$ cat src/rtl/irq_disp_pkg.sv
package irq_disp_pkg;
  localparam int DEST_W = 8;
  localparam int VEC_W  = 8;
  localparam int MODE_W = 3;
  localparam int TGT_IW = $clog2(DEST_W);

  // Redirection entry as delivered by the table (LSB = vector bit 0)
  typedef struct packed {
    logic [DEST_W-1:0] dest;
    logic              mask;
    logic              trig;
    logic              pol;
    logic              logical;
    logic [MODE_W-1:0] dmode;
    logic [VEC_W-1:0]  vector;
  } rte_t;

  localparam int RTE_W = $bits(rte_t);

  typedef enum logic [1:0] {ST_IDLE, ST_LOOK, ST_SEND} st_t;
  typedef enum logic [2:0] {CL_DROP, CL_ERR, CL_ONE, CL_MAP, CL_EMPTY} cls_t;
endpackage

$ cat src/rtl/irq_lowbit.sv
module irq_lowbit #(
  parameter int W  = 8,
  parameter int IW = $clog2(W)
) (
  input  logic [W-1:0]  vec,
  output logic [W-1:0]  low,
  output logic [IW-1:0] idx
);
  always_comb begin
    low = vec & (~vec + 1'b1);
    idx = '0;
    for (int i = 0; i < W; i++) begin
      if (low[i]) idx = IW'(i);
    end
  end
endmodule

$ cat src/rtl/irq_rte_classify.sv
module irq_rte_classify
  import irq_disp_pkg::*;
#(
  parameter logic [2**MODE_W-1:0] RSVD_MODES = 8'b0100_1000
) (
  input  rte_t ent,
  output cls_t cls
);
  always_comb begin
    if (ent.mask)                   cls = CL_DROP;
    else if (RSVD_MODES[ent.dmode]) cls = CL_ERR;
    else if (!ent.logical)          cls = CL_ONE;
    else if (ent.dest == '0)        cls = CL_EMPTY;
    else                            cls = CL_MAP;
  end
endmodule

$ cat src/rtl/irq_msg_dispatch.sv
module irq_msg_dispatch
  import irq_disp_pkg::*;
#(
  parameter int TBL_DEPTH = 24,
  parameter int LINE_W    = 5,
  parameter logic [2**MODE_W-1:0] RSVD_MODES = 8'b0100_1000,
  localparam int ADDR_W   = $clog2(TBL_DEPTH)
) (
  input  logic              clk,
  input  logic              rst,
  input  logic              req_valid,
  input  logic [LINE_W-1:0] req_line,
  output logic              req_ready,
  output logic              tbl_rd_en,
  output logic [ADDR_W-1:0] tbl_rd_addr,
  input  logic [RTE_W-1:0]  tbl_rd_data,
  output logic              msg_valid,
  input  logic              msg_ready,
  output logic [DEST_W-1:0] msg_target,
  output logic [VEC_W-1:0]  msg_vector,
  output logic [MODE_W-1:0] msg_dmode,
  output logic              msg_logical,
  output logic              msg_level,
  output logic              msg_trigger,
  output logic              err_o,
  output logic              busy
);
  localparam logic [LINE_W:0] DEPTH_V = (LINE_W+1)'(TBL_DEPTH);

  st_t                st_q;
  rte_t               ent;
  cls_t               cls;
  logic               acc, bad_line;
  logic [DEST_W-1:0]  rem_q, scan_src, scan_low;
  logic [TGT_IW-1:0]  scan_idx;

  assign ent       = rte_t'(tbl_rd_data);
  assign req_ready = (st_q == ST_IDLE);
  assign busy      = (st_q != ST_IDLE);
  assign acc       = req_valid && req_ready;
  assign bad_line  = {1'b0, req_line} >= DEPTH_V;
  assign tbl_rd_en = acc && !bad_line;
  assign tbl_rd_addr = ADDR_W'(req_line);

  // Bitmap source: fresh entry during lookup, leftover bits while sending
  assign scan_src = (st_q == ST_LOOK) ? ent.dest : rem_q;

  irq_lowbit #(.W(DEST_W), .IW(TGT_IW)) u_low (
    .vec (scan_src),
    .low (scan_low),
    .idx (scan_idx)
  );

  irq_rte_classify #(.RSVD_MODES(RSVD_MODES)) u_cls (
    .ent (ent),
    .cls (cls)
  );

  always_ff @(posedge clk) begin
    if (rst) begin
      st_q        <= ST_IDLE;
      rem_q       <= '0;
      msg_valid   <= 1'b0;
      msg_target  <= '0;
      msg_vector  <= '0;
      msg_dmode   <= '0;
      msg_logical <= 1'b0;
      msg_level   <= 1'b0;
      msg_trigger <= 1'b0;
      err_o       <= 1'b0;
    end else begin
      err_o <= 1'b0;
      unique case (st_q)
        ST_IDLE: begin
          if (acc) begin
            if (bad_line) err_o <= 1'b1;
            else          st_q  <= ST_LOOK;
          end
        end
        ST_LOOK: begin
          msg_vector  <= ent.vector;
          msg_dmode   <= ent.dmode;
          msg_logical <= ent.logical;
          msg_level   <= ent.pol;
          msg_trigger <= ent.trig;
          unique case (cls)
            CL_ERR: begin
              err_o <= 1'b1;
              st_q  <= ST_IDLE;
            end
            CL_ONE: begin
              msg_target <= ent.dest;
              rem_q      <= '0;
              msg_valid  <= 1'b1;
              st_q       <= ST_SEND;
            end
            CL_MAP: begin
              msg_target <= DEST_W'(scan_idx);
              rem_q      <= scan_src & ~scan_low;
              msg_valid  <= 1'b1;
              st_q       <= ST_SEND;
            end
            default: st_q <= ST_IDLE;
          endcase
        end
        ST_SEND: begin
          if (msg_ready) begin
            if (rem_q != '0) begin
              msg_target <= DEST_W'(scan_idx);
              rem_q      <= scan_src & ~scan_low;
            end else begin
              msg_valid <= 1'b0;
              st_q      <= ST_IDLE;
            end
          end
        end
        default: st_q <= ST_IDLE;
      endcase
    end
  end
endmodule

$ cat config.mk
export PLATFORM = sky130hd
export DESIGN_NAME = irq_msg_dispatch
export DESIGN_NICKNAME = d
export VERILOG_FILES = /design/src/rtl/irq_disp_pkg.sv /design/src/rtl/irq_lowbit.sv /design/src/rtl/irq_rte_classify.sv /design/src/rtl/irq_msg_dispatch.sv
export SDC_FILE = /design/constraint.sdc
export NUM_CORES = 1
export LEC_CHECK = 0
export BUFFER_PORTS_ARGS = -buffer_cell sky130_fd_sc_hd__clkbuf_2
export CORE_ASPECT_RATIO = 1.75
export CORE_MARGIN = 5
export CORE_UTILIZATION = 51
export DETAILED_ROUTE_END_ITERATION = 8
export HOLD_SLACK_MARGIN = 0.02
export PLACE_DENSITY = 0.83
export SYNTH_ARGS = -nofsm -noshare
export SYNTH_HDL_FRONTEND = slang
export SYNTH_SLANG_ARGS = --single-unit
$ cat constraint.sdc
create_clock -name clk -period 4.4 [get_ports clk]
set_input_delay 0.66 -clock clk [delete_from_list [all_inputs] [get_ports clk]]
set_output_delay 0.66 -clock clk [all_outputs]
set_load 0.05 [all_outputs]
# After elaboration in Yosys (flattened, before gate mapping)
# Memory sizes are Yosys's and may differ from the RTL's.
# Index checks and enable logic that the tools add are counted.
dict set report totals {
  in_bits 32
  rom_bits 8
  wordCells 77
  out_inout_bits 32
  reg_bits 34
  mem_count 1
}
dict set report classes {
  n_eq_ne 12
  order_cmp 2
  bitwise_logic 4
  reduce_logical 12
  mux 35
  add_sub_neg 1
}
# name words width rd rd_ports_with_merged_regs write_ports line
set memory_table {}
lappend memory_table {{(no name shown)} 8 1 1 0 0 irq_rte_classify.sv:11} ;# else if (RSVD_MODES[ent.dmode]) cls = CL_ERR;
# cell count
set ops {}
lappend ops {{case mux 8 bit (2 select lines)} 4}
lappend ops {{2-to-1 mux 8 bit} 5}
lappend ops {{2-to-1 mux 3 bit} 8}
lappend ops {{bitwise AND 8 bit} 2}
lappend ops {{inverter 8 bit} 2}
lappend ops {{2-to-1 mux 2 bit} 7}
lappend ops {{AND reduction 4 bit} 3}
lappend ops {{inequality test 2 bit (second input constant)} 5}
lappend ops {{adder 8 x 1 -> 8 bit (second input constant)} 1}
lappend ops {{zero test 8 bit} 1}
lappend ops {{2-to-1 mux 1 bit} 8}
lappend ops {{nonzero test 8 bit} 1}
lappend ops {{== test 3 x 2 -> 1 bit (second input constant)} 2}
lappend ops {{case mux 2 bit (3 select lines)} 1}
lappend ops {{>= comparator 5 bit (second input constant)} 1}
lappend ops {{less-than comparator 3 x 4 -> 1 bit (second input constant)} 1}
lappend ops {{case mux 1 bit (2 select lines)} 2}
lappend ops {{nonzero test 2 bit} 2}
lappend ops {{== test 3 x 1 -> 1 bit (second input constant)} 1}
lappend ops {{inequality test 3 x 1 -> 1 bit (second input constant)} 1}
lappend ops {{== test 2 x 1 -> 1 bit (second input constant)} 1}
lappend ops {{== test 2 bit (second input constant)} 1}
lappend ops {{logical AND 1 bit} 2}
lappend ops {{zero test 2 bit} 1}
lappend ops {{other kinds (3)} 3}

# Depth between registers and ports, before layout
dict set report logic_depth {
  depth_word 15
  ltp_mapped 8
  mapped_depth_nobuf 6
}

# Modules after synthesis
# Synthesis repeated with hierarchy kept, for this count alone.
dict set report hier_totals {
  cells_unflattened 214
  area_unflattened_um2 1835.5
}
# module seq_area_each_um2 area_each_um2 cells_per_inst instances
set by_module_without_submodules {}
lappend by_module_without_submodules {irq_msg_dispatch 680.7 1634.1 183 1}
lappend by_module_without_submodules {irq_lowbit 0.0 137.6 22 1}
lappend by_module_without_submodules {irq_rte_classify 0.0 63.8 9 1}

# Worst setup path after synthesis
# No wires, ideal clock.
dict set report synth_timing {
  kind {flip-flop to output port}
  from {register st_q[0]}
  to {output port tbl_rd_en}
  t_arrival_ns 1.647
  t_required_ns 3.740
  stages_incl_launch_ff 3
  path_buffers 0
  setup_slack_ns 2.093
  path_cell_list {dfxtp_1 -> nor2_1 -> and3_1}
}
dict set report synth_via {
  elab_chain_len 3
}
# item line
set synth_rtl {}
lappend synth_rtl {{start, declared} irq_msg_dispatch.sv:30} ;# st_t st_q;
lappend synth_rtl {{start signal, assigned} irq_msg_dispatch.sv:61} ;# st_q <= ST_IDLE;
lappend synth_rtl {{start signal, assigned} irq_msg_dispatch.sv:77} ;# else st_q <= ST_LOOK;
lappend synth_rtl {{start signal, assigned} irq_msg_dispatch.sv:89} ;# st_q <= ST_IDLE;
lappend synth_rtl {{zero test 2 bit} irq_msg_dispatch.sv:38} ;# assign req_ready = (st_q == ST_IDLE);
lappend synth_rtl {{net req_ready} irq_msg_dispatch.sv:13} ;# output logic req_ready,
lappend synth_rtl {{logical AND 1 bit} irq_msg_dispatch.sv:40} ;# assign acc = req_valid && req_ready;
lappend synth_rtl {{logical AND 1 bit} irq_msg_dispatch.sv:42} ;# assign tbl_rd_en = acc && !bad_line;
lappend synth_rtl {{end, declared} irq_msg_dispatch.sv:14} ;# output logic tbl_rd_en,
# The timed path passes the listed nets, and every way through them passes these cells.

# Final worst setup path
dict set report layout_timing {
  from {register st_q[1]}
  to {register msg_target[0]}
}
dict set report layout_via {
  elab_chain_len 15
  word_cells_on_any_way 22
  cone_classes {add/sub: 1; eq/ne: 5; mux: 12; bitwise: 2; reduce/logical: 2}
}
# item line
set layout_rtl {}
lappend layout_rtl {{== test 2 x 1 -> 1 bit} {irq_msg_dispatch.sv:46, irq_msg_dispatch.sv:73}}
lappend layout_rtl {{2-to-1 mux 8 bit} irq_msg_dispatch.sv:46} ;# assign scan_src = (st_q == ST_LOOK) ? ent.dest : rem_q;
lappend layout_rtl {{inverter 8 bit} irq_lowbit.sv:10} ;# low = vec & (~vec + 1'b1);
lappend layout_rtl {{adder 8 x 1 -> 8 bit} irq_lowbit.sv:10}
lappend layout_rtl {{bitwise AND 8 bit} irq_lowbit.sv:10}
lappend layout_rtl {{2-to-1 mux 1 bit} irq_lowbit.sv:13} ;# if (low[i]) idx = IW'(i);
lappend layout_rtl {{2-to-1 mux 2 bit (2 in series)} irq_lowbit.sv:13}
lappend layout_rtl {{2-to-1 mux 3 bit (4 in series)} irq_lowbit.sv:13}
lappend layout_rtl {{2-to-1 mux 8 bit} irq_msg_dispatch.sv:108} ;# if (rem_q != '0) begin
lappend layout_rtl {{2-to-1 mux 8 bit} irq_msg_dispatch.sv:107} ;# if (msg_ready) begin
lappend layout_rtl {{case mux 8 bit (2 select lines)} irq_msg_dispatch.sv:73} ;# unique case (st_q)
lappend layout_rtl {{end signal, assigned} irq_msg_dispatch.sv:92} ;# msg_target <= ent.dest;
lappend layout_rtl {{end signal, assigned} irq_msg_dispatch.sv:98} ;# msg_target <= DEST_W'(scan_idx);
lappend layout_rtl {{end signal, assigned} irq_msg_dispatch.sv:109} ;# msg_target <= DEST_W'(scan_idx);
lappend layout_rtl {{end, declared} irq_msg_dispatch.sv:19} ;# output logic [DEST_W-1:0] msg_target,
# Several ways; a longest one is shown, not always the timed one. The select of a mux whose other input is x is not followed.
# A chain may end at the register's enable or synchronous reset.

==> summary.txt <==
STA
  – RSZ-0062 raised after global routing: false
  – Worst-Margin Slew: 0.794 ns
  – Fin. max-slew vios: 0
  – Tcrit/Tclk final: roughly 55%
  – Final Critical Period: between 2 and 2.5 ns
  – Post-Route Setup TNS: 0 ns
  – Max-slew headroom: about 47%
  – Final hold vios: 0
  – Final setup violation count: 0
  – Achievable Freq: 416 MHz
  – Layout Skew: 0.00650 ns

Floorplanning
  – FP Rows: 27
  – Ports: 64
  – Core area: 3110 µm²
  – Die width: 52.7 µm
  – Initial Utilization: a little over half
  – Die area: roughly 4500 µm²
  – Die Height: around 85 µm

Worst setup path
  – FF-to-FF End: msg_target[0]
  – Setup crit end kind: flip-flop
  – Crit Path Max Fanout: 20
  – FF-to-FF Start: st_q[1]
  – WS Path Type: reg2reg
  – Crit-path max cell delay: 0.66 ns
  – Worst Path Arrival: ~2.6 ns
  – Startpoint types: flip-flop
  – Critical path endpoint: msg_target[0]
  – Data required, critical path: 4.55 ns
  – Critical path's slowest cell: nand2b_1
  – Crit path from: st_q[1]
  – Worst Reg-to-Reg Cells: 6
  – Reg2reg setup slack: between 1.5 and 2 ns
  – Critical path, cell by cell: nand2b_1, mux2i_1, nor3_1, o32ai_1, o21a_1, o311ai_2

Global routing
  – GRT Total Usage: just under 20%
  – Number of global-route vias before repair: ~1500
  – Initial antenna violation count: 0
  – Largest net degree at the start of global routing: 36
  – First-pass GRT wire length: ~6600 µm
  – Total gr overflow: 0

Synth
  – FFs w/ async S/R, synth: 0%
  – Mapped Area: 1630 µm²
  – Adder-Cell Fraction of Synth Area: 0%
  – Post-synth EDFFs: 0
  – Synth Net Count: between 200 and 250
  – Mux contribution to synthesized area: a little over 6%
  – Synth warnings: 0
  – Synth Register Bits: 33
  – Mapped Avg Cell Area: 8.33 µm²
  – XOR/XNOR share of the synthesized area: 0.539%
  – Post-Synth Simple-Gate Area: 25.6%
  – Largest family of logic cells by synthesized area: simple AND/OR/NAND/NOR gates
  – Most used DFF post-synth: dfxtp_1
  – Compound-Gate Fraction of Synth Area: 19.9%
  – Yosys cell types: 40
  – Mapped Cells: just under 200
  – Part of the Yosys area used for sequential elements: ~41%

Route
  – DRT Pass-1 Iters: 5
  – Via density: roughly 5.5
  – WL per Instance: around 14 µm
  – Number of DRC markers in iteration 0: 50
  – Total Wirelength: 4090 µm
  – Routed Antenna Nets: 0
  – Vias post-DR: 1599
  – # DRC: 0

Place
  – Final Wtd Congestion: between 0.9 and 1
  – Cell count after placement: between 200 and 300
  – Detailed placer's ending HPWL: between 3000 and 4000 µm
  – Post-placement cell area: 1870 µm²
  – # port buffers: between 50 and 60

Power and ir drop
  – Clock power frac: 33.7%
  – P_sw: roughly 0.00021 W
  – Overall power after layout: ~0.00066 W
  – Pwr/cell area: 338 nW/µm²
  – Sw frac: between 30% and 40%
  – Combinational Power Share: between 10% and 20%
  – Maximum vdd drop: approximately 0.26 mV
  – Lkg Pwr: roughly 0.83 nW
  – Internal power: ~0.00045 W
  – Seq pwr share: 47.3%

Job
  – Max Cap Viol: 0

Clock network
  – Clock-pin transition on the worst setup and hold timing paths: around 0.07 ns
  – Worst skew pair latency: 0.29 ns
  – Number of buffers added for setup after CTS: 0
  – Num CTS Buffers: 5
  – Root buf cell: clkbuf_8
  – TritonCTS clock tree: done
  – Post_cts resized: 0
  – Max H-tree Level: 2
  – Clock sinks: 33
  – CTS Buffer Depth: 2
  – CTS Hold Bufs: 0

Final layout
  – Area growth syn-to-layout: 20.6%
  – Fill cells: around 290
  – Commonest non-fill, non-tap cell in the layout: clkbuf_2
  – Nets: ~280
  – Fin cells: 289
  – Commonest non-fill, non-tap cells in the layout: 57 x clkbuf_2, 33 x dfxtp_1, 32 x nand2_1
  – Share of post-route cells with drive strength above 1: about 30%
  – # diodes: 0
  – Final Instance Area: 1960 µm²

Run status
  – Status: finished, final reports clean

Hold path
  – Worst Hold Class: reg2reg
  – Min-delay src: msg_vector[0]
-- flip-flops by register name, summed over array words and instances, names as in the netlist --
name,cells
msg_target,8
msg_vector,8
rem_q,7
msg_dmode,3
st_q,2
err_o,1
msg_level,1
msg_logical,1
msg_trigger,1
msg_valid,1
-- cells in the mapped netlist (2+ instances only) --
library cell,instances,area [µm²]
a211oi_1,3,22.5
a21oi_1,19,95.1
a22oi_1,9,67.6
a31oi_1,3,18.8
and3_1,4,25.0
buf_4,7,52.6
buf_6,2,22.5
clkbuf_1,6,22.5
dfxtp_1,33,661
inv_1,5,18.8
mux2i_1,7,70.1
nand2_1,32,120
nand3_1,2,10.0
nand3b_1,3,22.5
nand4_1,2,12.5
nand4b_1,2,17.5
nor2_1,23,86.3
nor2b_1,3,18.8
nor3_1,7,35.0
nor4_1,2,12.5
or3_1,2,12.5
-- power groups by stage --
| stage | logic [W] | registers [W] | clock network [W] |
|---|---|---|---|
| 6_report | 0.000126 | 0.000313 | 0.000223 |
| 5_1_grt | 0.000135 | 0.000314 | 0.000242 |
| 4_1_cts | 0.000126 | 0.000313 | 0.000230 |
| 3_5_place_dp | 0.000125 | 0.000320 | 0 |
| 3_3_place_gp | 0.000125 | 0.000320 | 0 |
| 2_1_floorplan | 0.0000712 | 0.000348 | 0 |
-- worst max-delay path, delay by kind of cell (launching register included) --
family	cells	cell delay, ns
and+or+nand+nor	2	0.79
muxes	1	0.64
DFF	1	0.42
AOI/OAI and AO/OA	3	0.42
-- metrics by stage --
stage / hold WS, ns / util [%] / setup WS [ns]
2_1_floorplan: 0.455 / - / 2.09
3_3_place_gp: 0.440 / 60.3 / 1.90
3_5_place_dp: 0.446 / 60.3 / 1.88
4_1_cts: 0.456 / 63.1 / 2.02
5_1_grt: 0.481 / 63.1 / 1.76
6_report: 0.453 / 63.1 / 2.00
-- layout make-up --
type                    instances  area, µm²  share of cell area, %
flip-flops and latches         33        661                   33.7
inverters                       5       18.8                  0.957
well taps                      43       53.8                   2.74
clock buffers                   5       68.8                   3.51
clock inverters                 3       17.5                  0.893
repair buffers                 58        293                   14.9
multi-input cells             142        848                   43.3
-- logic make-up after synthesis --
logic type,count (synthesis)
AO/OA/AOI/OAI,45
XOR/XNOR,1
buffers and inverters,20
flip-flops,33
multiplexers,9
AND/OR/NAND/NOR,87
-- worst min-delay path by stage --
stage	endpoint	slack (ns)	cells after the start
floorplan	rem_q[1]	0.45	2
global placement	msg_vector[4]	0.44	2
detailed placement	msg_vector[1]	0.45	2
CTS	msg_vector[1]	0.46	2
global route	msg_vector[7]	0.48	2
finish	msg_vector[0]	0.45	2
-- metal layers --
| layer | routed length (µm) | global-route usage [%] | up-vias |
|---|---|---|---|
| met1 | 1510 | 21.0 | 745 |
| met3 | 231 | 5.51 | 11 |
| met2 | 2190 | 33.3 | 56 |
| li1 | - | - | 787 |
| met4 | 148 | 11.9 | 0 |
| met5 | 0 | 0 | - |
No activity file was read; power rests on OpenSTA's default activity.
